===== config.mk =====
export PLATFORM = sky130hd
export DESIGN_NAME = attr_pixel_serializer
export DESIGN_NICKNAME = d
export VERILOG_FILES = /design/src/rtl/vlser_pkg.sv /design/src/rtl/vlser_host_regs.sv /design/src/rtl/vlser_phase_gen.sv /design/src/rtl/vlser_shift_core.sv /design/src/rtl/attr_pixel_serializer.sv
export SDC_FILE = /design/constraint.sdc
export NUM_CORES = 1
export LEC_CHECK = 0
export BUFFER_PORTS_ARGS = -buffer_cell sky130_fd_sc_hd__clkbuf_2
export CORE_ASPECT_RATIO = 0.75
export CORE_MARGIN = 2
export CORE_UTILIZATION = 25
export DETAILED_ROUTE_END_ITERATION = 16
export GPL_TIMING_DRIVEN = 0
export MAX_ROUTING_LAYER = met4
export PLACE_DENSITY_LB_ADDON = 0.05
export SLEW_MARGIN = 5
export SYNTH_ARGS = -nofsm -noshare
export SYNTH_HDL_FRONTEND = slang
export SYNTH_SLANG_ARGS = --single-unit

===== constraint.sdc =====
create_clock -name clk -period 8.7 [get_ports clk]
set_input_delay 1.74 -clock clk [delete_from_list [all_inputs] [get_ports clk]]
set_output_delay 1.74 -clock clk [all_outputs]
set_load 0.005 [all_outputs]

===== src/rtl/vlser_pkg.sv =====
package vlser_pkg;
    parameter int BYTE_W = 8;
    parameter int DATA_W = 2 * BYTE_W;
    parameter int LEN_W  = $clog2(DATA_W);
    parameter int ZOOM_W = 2;
    parameter int PH_W   = 2;

    typedef enum logic [1:0] {
        SEL_LO   = 2'd0,
        SEL_HI   = 2'd1,
        SEL_CTL  = 2'd2,
        SEL_NONE = 2'd3
    } sel_e;

    // Layout matches the control byte: mirror 7, invert 6, zoom-1 5:4, length-1 3:0
    typedef struct packed {
        logic              mirror;
        logic              invert;
        logic [ZOOM_W-1:0] zoom_m1;
        logic [LEN_W-1:0]  len_m1;
    } attr_t;

    typedef struct packed {
        logic [DATA_W-1:0] bits;
        attr_t             attr;
    } obj_t;

    // Places the pixels in send order, first pixel at the MSB
    function automatic logic [DATA_W-1:0] align_stream(logic [DATA_W-1:0] bits, attr_t a);
        logic [DATA_W-1:0] r;
        r = '0;
        for (int k = 0; k < DATA_W; k++) begin
            if (k <= int'(a.len_m1)) begin
                r[DATA_W-1-k] = a.mirror ? bits[k] : bits[int'(a.len_m1) - k];
            end
        end
        return r;
    endfunction
endpackage


===== src/rtl/vlser_host_regs.sv =====
module vlser_host_regs
    import vlser_pkg::*;
(
    input  logic              clk,
    input  logic              rst,
    input  logic              wr_en,
    input  logic [1:0]        wr_sel,
    input  logic [BYTE_W-1:0] wr_data,
    input  logic              busy,
    output obj_t              load_obj,
    output logic              start
);
    logic [BYTE_W-1:0] lo_q;
    logic [BYTE_W-1:0] hi_q;
    logic              accept;

    assign accept = wr_en && !busy;

    always_ff @(posedge clk) begin
        if (rst) begin
            lo_q <= '0;
            hi_q <= '0;
        end else if (accept) begin
            case (wr_sel)
                SEL_LO:  lo_q <= wr_data;
                SEL_HI:  hi_q <= wr_data;
                default: ;
            endcase
        end
    end

    assign start         = accept && (wr_sel == SEL_CTL);
    assign load_obj.bits = {hi_q, lo_q};
    assign load_obj.attr = attr_t'(wr_data);


    regs_locked_chk: assert property (@(posedge clk) disable iff (rst)
        (busy && wr_en) |=> (lo_q == $past(lo_q) && hi_q == $past(hi_q)));
endmodule


===== src/rtl/vlser_phase_gen.sv =====
module vlser_phase_gen
    import vlser_pkg::*;
(
    input  logic            clk,
    input  logic            rst,
    input  logic            run,
    output logic [PH_W-1:0] phase,
    output logic            period_end
);
    localparam logic [PH_W-1:0] PH_LAST = {PH_W{1'b1}};

    always_ff @(posedge clk) begin
        if (rst || !run) begin
            phase <= '0;
        end else begin
            phase <= phase + {{(PH_W-1){1'b0}}, 1'b1};
        end
    end

    assign period_end = run && (phase == PH_LAST);


    phase_starts_low_chk: assert property (@(posedge clk) disable iff (rst)
        $rose(run) |-> (phase == '0));
endmodule


===== src/rtl/vlser_shift_core.sv =====
module vlser_shift_core
    import vlser_pkg::*;
(
    input  logic clk,
    input  logic rst,
    input  logic start,
    input  obj_t load_obj,
    input  logic period_end,
    output logic busy,
    output logic pix_out
);
    logic [DATA_W-1:0] shreg;
    logic [LEN_W-1:0]  bit_cnt;
    logic [ZOOM_W-1:0] rep_cnt;
    attr_t             attr_q;

    always_ff @(posedge clk) begin
        if (rst) begin
            busy    <= 1'b0;
            shreg   <= '0;
            bit_cnt <= '0;
            rep_cnt <= '0;
            attr_q  <= '0;
        end else if (start) begin
            busy    <= 1'b1;
            shreg   <= align_stream(load_obj.bits, load_obj.attr);
            bit_cnt <= '0;
            rep_cnt <= '0;
            attr_q  <= load_obj.attr;
        end else if (period_end) begin
            if (rep_cnt == attr_q.zoom_m1) begin
                rep_cnt <= '0;
                if (bit_cnt == attr_q.len_m1) begin
                    busy <= 1'b0;
                end else begin
                    bit_cnt <= bit_cnt + {{(LEN_W-1){1'b0}}, 1'b1};
                    shreg   <= {shreg[DATA_W-2:0], 1'b0};
                end
            end else begin
                rep_cnt <= rep_cnt + {{(ZOOM_W-1){1'b0}}, 1'b1};
            end
        end
    end

    assign pix_out = shreg[DATA_W-1] ^ attr_q.invert;


    busy_ends_on_period_chk: assert property (@(posedge clk) disable iff (rst)
        $fell(busy) |-> $past(period_end));


    rep_in_range_chk: assert property (@(posedge clk) disable iff (rst)
        busy |-> (rep_cnt <= attr_q.zoom_m1 && bit_cnt <= attr_q.len_m1));
endmodule


===== src/rtl/attr_pixel_serializer.sv =====
module attr_pixel_serializer
    import vlser_pkg::*;
(
    input  logic              clk,
    input  logic              rst,
    input  logic              wr_en,
    input  logic [1:0]        wr_sel,
    input  logic [BYTE_W-1:0] wr_data,
    output logic              ser_data,
    output logic              ser_clk,
    output logic              busy
);
    obj_t            load_obj;
    logic            start;
    logic [PH_W-1:0] phase;
    logic            period_end;
    logic            pix_out;

    vlser_host_regs u_regs (
        .clk      (clk),
        .rst      (rst),
        .wr_en    (wr_en),
        .wr_sel   (wr_sel),
        .wr_data  (wr_data),
        .busy     (busy),
        .load_obj (load_obj),
        .start    (start)
    );

    vlser_phase_gen u_phase (
        .clk        (clk),
        .rst        (rst),
        .run        (busy),
        .phase      (phase),
        .period_end (period_end)
    );

    vlser_shift_core u_core (
        .clk        (clk),
        .rst        (rst),
        .start      (start),
        .load_obj   (load_obj),
        .period_end (period_end),
        .busy       (busy),
        .pix_out    (pix_out)
    );

    assign ser_clk  = busy & phase[PH_W-1];
    assign ser_data = busy & pix_out;


    data_stable_high_chk: assert property (@(posedge clk) disable iff (rst)
        (ser_clk && $past(ser_clk)) |-> (ser_data == $past(ser_data)));


    idle_quiet_chk: assert property (@(posedge clk) disable iff (rst)
        !busy |-> (!ser_clk && !ser_data));
endmodule


==> flow_metrics.py, run 1 <==
metrics = {
    "floorplanning": {
        "initial_core_util_pct": 25.93,
        "die-area_sq_um": 15390,
        "die_w_um": 142.6,
        "dieHeight_um": 107.9,
        "core_sq_um": 13890,
        "io_pins": 16,
        "rows": 37,
    },
    "setup_path": {
        "rr_endpoint": "u_core.shreg[13]$_SDFFE_PP0P_",
        "ff2ff_path_depth": 6,
        "path_buf_inv": 4,
        "arrival_ns": 5.06,
        "rr_startpoint": "u_core.busy$_SDFFE_PP0P_",
        "cp-end-kind": "register",
        "slowest_delay_ns": 0.55,
        "required_ns": 8.83,
        "crit_type": "input port to register",
        "worstPathMaxFanout": 11,
        "path_cells": "clkbuf_2 -> clkbuf_1 -> clkinv_1 -> ha_1 -> buf_4 -> mux4_2 -> nor2b_1 -> a2111oi_0 -> a311o_1 -> a221oi_1",
        "r2r_slack_ns": 6.21,
        "path_delay_family": "buffers and inverters",
        "worstSetupStartpointType": "input port",
        "slowest_stage": "clkinv_1",
    },
    "power_and_ir_drop": {
        "swShare_pct": 28.20,
        "power_switching_uw": 159.6,
        "p_seq_share_pct": 41.7,
        "max-vdd-ir-drop_uv": 75.16,
        "leakagePower_nw": 1.495,
        "power_frac_clock_pct": 38.9,
        "p_per_area_nw_per_um2": 139.6,
        "combPwrFrac_pct": 19.4,
        "internal_power_uw": 406.4,
    },
    "finish": {
        "fin_nets": 457,
        "diodes": 0,
        "drive_gt1_share_pct": 15.73,
        "syn_to_final_growth_pct": 12.58,
        "stdcell_count": 601,
        "final_common_cell": "nand2_1",
        "final_cell_mix": "nand2_1, dfxtp_1, mux2i_1, a21oi_1, mux4_2",
    },
    "clock_tree": {
        "cts_root_buf": "clkbuf_16",
        "cts_buffer_depth": 2,
        "cts-resized-gates": 0,
        "cts_setup_buffers": 0,
        "clkSlewWorstSetupHoldPaths_ns": 0.06,
        "clk_latency_ns": 0.29,
        "cts_tree": "built",
        "cts_buffers": 5,
        "cts_sinks": 48,
        "htreeDepth": 2,
        "ctsHoldBuffers": 0,
    },
    "routing": {
        "dr.pass1.iters": 5,
        "dr_total_vias": 3185,
        "antenna_left": 0,
        "drt-initial-drc-count": 241,
        "wirelength_mm": 12.60,
        "via_per_inst": 5.300,
        "routedWlPerCell_um": 20.96,
        "drc_errors": 0,
    },
    "yosys": {
        "synthCells": 404,
        "synth_area_per_cell_sq_um": 8.913,
        "syn_area_sq_um": 3601,
        "ys.flop_type": "dfxtp_1",
        "async_reset_ff_share_pct": 0,
        "synthTopCellsByArea": "dfxtp_1, mux4_2, mux2i_1",
        "ys_seq_elements": 48,
        "synth_edf_count": 0,
        "yosysTopAreaCellShare_pct": 26.69,
        "yosys.area.top_type": "dfxtp_1",
        "syn_nets": 436,
        "yosysWarnings": 0,
        "synth_cell_types": 50,
        "ys_seq_area_share_pct": 26.69,
    },
    "timing": {
        "finalHoldViolCount": 0,
        "drv_slew": 0,
        "rsz0062_at_grt": "no",
        "layout_setup_ws_ns": 3.771,
        "min_period_over_period_pct": 56.66,
        "setup_viol": 0,
        "tightestPinTransition_ns": 0.9239,
        "tns_ns": 0,
        "relSlewSlack_pct": 38.40,
        "finClkSkew_ns": 0.005985,
        "fin_crit_ns": 4.929,
        "timing.fmax_mhz": 202.9,
        "whs_ns": 0.4270,
    },
    "status": {
        "status": "finished clean",
    },
    "job": {
        "drv_cap": 0,
    },
    "grt": {
        "grt_remaining_overflow": 0,
        "track_usage_pct": 17.53,
        "grt_max_degree": 15,
        "grt_pass1_wl_mm": 19.48,
        "antenna_found_initial": 0,
        "grt_pass1_vias": 3064,
    },
    "min_path": {
        "min_path_type": "register to register",
        "min_from": "u_phase.phase[0]$_SDFF_PP0_",
        "worstHoldPathCells": 1,
        "holdPathEnd": "u_phase.phase[0]$_SDFF_PP0_",
    },
    "place": {
        "dp_cells": 593,
        "portBuffers": 14,
        "dp_hpwl_mm": 9.559,
        "place.gp.congestion": 0.8295,
        "pre_cts_slack_ns": 3.477,
    },
}
## power by group through the flow
stage          Clock [mW]  Combinational (mW)  Sequential, mW
2_1_floorplan           0              0.0785           0.236
3_3_place_gp            0               0.110           0.241
3_5_place_dp            0               0.109           0.241
4_1_cts             0.227               0.109           0.236
5_1_grt             0.237               0.120           0.237
6_report            0.220               0.110           0.236
## metal layers
| metal | GRT usage, % | wire length [um] | vias up |
|---|---|---|---|
| met5 | - | 0 | - |
| met4 | 2.122 | 63 | 0 |
| met1 | 26.98 | 6642 | 1574 |
| met3 | 3.454 | 764 | 8 |
| met2 | 24.04 | 5123 | 89 |
| li1 | - | - | 1514 |
## cell type report
type                    count  area, sq um
multi-input cells         306         2419
clock inverters             2        35.03
clock buffers               6        128.9
well taps                 175        219.0
repair buffers             14        70.07
fillers                  1479         9834
plain buffers              28        138.9
inverters                  22        82.58
flip-flops and latches     48        960.9
## logic make-up (layout without fill, tap and decap cells)
kind of cell | Yosys count | after routing | synth area share [%]
fa+ha+maj | 19 | 19 | 6.602
simple gates | 125 | 125 | 16.09
flops | 48 | 48 | 26.69
buf+inv | 50 | 72 | 6.150
xor+xnor | 17 | 17 | 4.552
mux | 58 | 58 | 23.94
compound gates | 87 | 87 | 15.98
## flip-flops by register name, summed over array words and instances (netlist names)
register,count
u_phase.phase,2
u_core.bit_cnt,4
u_core.rep_cnt,2
u_regs.lo_q,8
u_core.busy,1
u_core.attr_q,7
u_core.shreg,16
u_regs.hi_q,8
## Yosys cell counts (2+ instances only)
| cell type | instances |
|---|---|
| a2111oi_0 | 3 |
| a211oi_1 | 2 |
| a21boi_0 | 2 |
| a21oi_1 | 29 |
| a221oi_1 | 9 |
| a221oi_2 | 2 |
| a22oi_1 | 3 |
| a311o_1 | 3 |
| a31oi_1 | 2 |
| and2_1 | 4 |
| buf_2 | 3 |
| buf_4 | 4 |
| buf_6 | 2 |
| clkbuf_1 | 19 |
| dfxtp_1 | 48 |
| ha_1 | 19 |
| inv_1 | 18 |
| inv_2 | 3 |
| mux2_2 | 5 |
| mux2i_1 | 31 |
| mux4_2 | 22 |
| nand2_1 | 59 |
| nand2b_1 | 3 |
| nand3_1 | 12 |
| nand4_1 | 4 |
| nor2_1 | 20 |
| nor2b_1 | 4 |
| nor3_1 | 8 |
| o2111ai_1 | 3 |
| o211ai_1 | 2 |
| o21ai_0 | 17 |
| o21ai_1 | 3 |
| o221ai_1 | 2 |
| or3_1 | 3 |
| or4_1 | 2 |
| xnor2_1 | 9 |
| xor2_1 | 6 |
| xor2_2 | 2 |
## through the flow
stage	power [mW]	area [sq um]	utilization, %
final	0.5660	4054	29.19
after global routing	0.5937	4054	29.19
after CTS	0.5726	4054	29.19
after detailed placement	0.3500	3890	28.01
after global placement	0.3508	3890	28.01
after floorplan	0.3148	3601	-
## worst max-delay path by stage
stage                from  depth (start not counted)                            end
2_1_floorplan  wr_data[1]                         10  u_core.shreg[12]$_SDFFE_PP0P_
3_3_place_gp   wr_data[1]                         10   u_core.shreg[2]$_SDFFE_PP0P_
3_5_place_dp   wr_data[1]                         11  u_core.shreg[12]$_SDFFE_PP0P_
4_1_cts        wr_data[1]                         11  u_core.shreg[12]$_SDFFE_PP0P_
5_1_grt        wr_data[1]                         10   u_core.shreg[2]$_SDFFE_PP0P_
6_report       wr_data[1]                         10   u_core.shreg[2]$_SDFFE_PP0P_
Power figures use the tool's default switching activity.
==> inputs of run 2 (changes only) <==
ABC_AREA = 1   (was unset)
clock period = 4.3 ns   (was 8.7 ns; I/O delays follow)
==> flow_metrics.py, run 2 <==
metrics = {
    "finish": {
        "multi_input_area_sq_um": 2103,
        "final_cell_mix": "nand2_1, nand3_1, o21ai_0, a21oi_1, dfxtp_1",
        "drive_gt1_share_pct": 9.872,
        "largest-register": "u_core.shreg",
        "largest_reg_flops": 16,
        "fin_nets": 579,
        "syn_to_final_growth_pct": 12.62,
        "stdcell_count": 718,
        "finalInstanceArea_sq_um": 3775,
        "fillers": 1485,
        "final_common_cell": "nand2_1",
        "diodes": 0,
        "top_regs": "u_core.shreg: 16 flops, u_regs.hi_q: 8 flops, u_regs.lo_q: 8 flops",
        "regArea_sq_um": 960.9,
    },
    "timing": {
        "finalHoldViolCount": 0,
        "drv_slew": 0,
        "tightestPinTransition_ns": 0.5763,
        "tns_ns": 0,
        "relSlewSlack_pct": 61.58,
        "timing.fmax_mhz": 348.9,
        "min_period_over_period_pct": 66.66,
        "finClkSkew_ns": 0.008419,
        "whs_ns": 0.4291,
        "rsz0062_at_grt": "no",
        "setup_viol": 0,
        "fin_crit_ns": 2.866,
    },
    "yosys": {
        "ys.flop_type": "dfxtp_1",
        "yosysWarnings": 0,
        "ys_seq_elements": 48,
        "synth_edf_count": 0,
        "async_reset_ff_share_pct": 0,
        "yosys.area.top_type": "dfxtp_1",
        "synthSimpleGateAreaFrac_pct": 35.65,
        "yosysTopAreaCellShare_pct": 28.67,
        "muxShareOfSynthArea_pct": 0,
        "synthTopCellsByArea": "dfxtp_1, nand3_1, nand2_1",
        "syn_nets": 557,
        "synth.most_common_cell": "nand2_1",
        "synthCells": 525,
        "synth_top_cells_by_count": "nand2_1, nand3_1, o21ai_0, a21oi_1, dfxtp_1",
        "synth_area_per_cell_sq_um": 6.385,
        "ys_seq_area_share_pct": 28.67,
        "synth_cell_types": 27,
        "synth_xor_area_share_pct": 3.135,
        "synth_compound_area_share_pct": 16.87,
        "synth_adder_area_share_pct": 7.092,
        "synth_top_family_by_area": "simple AND/OR/NAND/NOR gates",
        "syn_area_sq_um": 3352,
    },
    "place": {
        "dp_cells": 711,
        "place_area_sq_um": 3641,
        "dp_hpwl_mm": 9.960,
        "portBuffers": 15,
        "place.gp.congestion": 0.9289,
    },
    "setup_path": {
        "required_ns": 4.47,
        "worstSetupStartpointType": "input port",
        "slowest_stage": "buf_2",
        "worstPathMaxFanout": 14,
        "path_buf_inv": 6,
        "path_cells": "clkbuf_2 -> buf_4 -> inv_1 -> buf_2 -> ha_1 -> buf_2 -> inv_1 -> nand3_1 -> nand3_1 -> nand3_1 -> nand2_1 -> nand2_1 -> nand2_1 -> o21ai_0",
        "crit_type": "input port to register",
        "slowest_delay_ns": 0.35,
        "arrival_ns": 3.04,
        "cp-end-kind": "register",
        "path_delay_family": "buffers and inverters",
    },
    "floorplanning": {
        "die-area_sq_um": 14360,
        "die_w_um": 137.7,
        "initial_core_util_pct": 25.66,
        "core_sq_um": 13060,
        "rows": 36,
        "dieHeight_um": 104.3,
        "io_pins": 16,
    },
    "min_path": {
        "min_path_type": "register to register",
    },
    "clock_tree": {
        "cts_sinks": 48,
        "clkSlewWorstSetupHoldPaths_ns": 0.06,
        "cts_buffers": 5,
        "htreeDepth": 2,
        "cts-resized-gates": 0,
        "ctsHoldBuffers": 0,
        "cts_setup_buffers": 0,
        "cts_buffer_depth": 2,
        "cts_root_buf": "clkbuf_16",
        "clk_latency_ns": 0.29,
        "cts_tree": "built",
    },
    "power_and_ir_drop": {
        "max-vdd-ir-drop_uv": 152.4,
        "p_per_area_nw_per_um2": 293.8,
        "leakagePower_nw": 1.669,
    },
    "routing": {
        "dr.pass1.iters": 5,
        "via_per_inst": 5.052,
        "dr_total_vias": 3627,
        "routedWlPerCell_um": 17.61,
        "antenna_left": 0,
        "drt-initial-drc-count": 229,
        "drc_errors": 0,
        "wirelength_mm": 12.65,
    },
    "status": {
        "status": "finished clean",
    },
    "grt": {
        "antenna_found_initial": 0,
        "grt_pass1_wl_mm": 19.24,
        "grt_pass1_vias": 3265,
        "grt_max_degree": 16,
        "grt_remaining_overflow": 0,
        "track_usage_pct": 18.51,
    },
    "job": {
        "drv_cap": 0,
    },
}
run 2: changes by cell type in the layout (fill, tap and decap cells not counted), moves of 5 or more:
cell      before  now
buf_2          3    8
xnor2_1        9    3
mux2_2         5    0
inv_1         18   33
nand2_1       59  118
nor2_1        20   25
mux4_2        22    0
nand3_1       12  107
a21oi_1       29   48
mux2i_1       31    0
a221oi_1       9    0
o21ai_0       17   59
nand2_2        0    6
clkbuf_1      20    9
run 2: through the flow:
stage | utilization (%) | power [mW] | worst slack (ns)
4_1_cts | 28.90 | 1.118 | 1.453
3_5_place_dp | 27.87 | 0.7442 | 1.140
3_3_place_gp | 27.87 | 0.7452 | 1.166
2_1_floorplan | - | 0.6591 | 1.812
6_report | 28.90 | 1.109 | 1.434
5_1_grt | 28.90 | 1.171 | 1.275
run 2: cell type report:
class	count	area share (%)
Clock inverter	1	0.1326
Timing Repair Buffer	15	1.989
Sequential cell	48	25.46
Multi-Input combinational cell	413	55.72
Tap cell	171	5.668
Buffer	24	3.646
Clock buffer	6	3.414
Inverter	40	3.977
run 2: final timing paths:
path / start / endpoint / slack [ns] / cells past startpoint
worst max-delay path: wr_data[1] / u_core.shreg[14]$_SDFFE_PP0P_ / 1.43 / 14
worst min-delay path: u_phase.phase[0]$_SDFF_PP0_ / u_phase.phase[0]$_SDFF_PP0_ / 0.43 / 1
worst max register to register: u_core.busy$_SDFFE_PP0P_ / u_core.shreg[15]$_SDFFE_PP0P_ / 2.65 / 8
worst min register to register: u_phase.phase[0]$_SDFF_PP0_ / u_phase.phase[0]$_SDFF_PP0_ / 0.43 / 1
run 2: worst register-to-register path, cell delays in order (launching register included):
cell      delay (ns)
dfxtp_1         0.38
inv_2           0.06
nand2_2         0.07
inv_2           0.04
nand2_2         0.10
buf_6           0.17
clkbuf_1        0.32
o21ai_0         0.24
a21oi_1         0.18
run 2: routing by layer:
layer / up-vias / global-route usage, % / wire length [um]
li1: 1817 / - / -
met1: 1712 / 28.56 / 6748
met2: 90 / 24.77 / 5114
met3: 8 / 3.655 / 684
met4: 0 / 3.061 / 99
met5: - / - / 0
run 2: kinds of logic (layout without fill, tap and decap cells):
| logic type | after synthesis | in the layout |
|---|---|---|
| AO/OA/AOI/OAI | 112 | 112 |
| XOR/XNOR | 12 | 12 |
| adder cells (fa/ha/maj) | 19 | 19 |
| buffers and inverters | 64 | 86 |
| flip-flops | 48 | 48 |
| AND/OR/NAND/NOR | 270 | 270 |
run 2: power by group:
group | internal, mW | switching (mW) | total, mW
Clock | 0.212 | 0.158 | 0.370
Sequential | 0.463 | 0.0204 | 0.483
Combinational | 0.0830 | 0.173 | 0.256
Total | 0.757 | 0.352 | 1.11
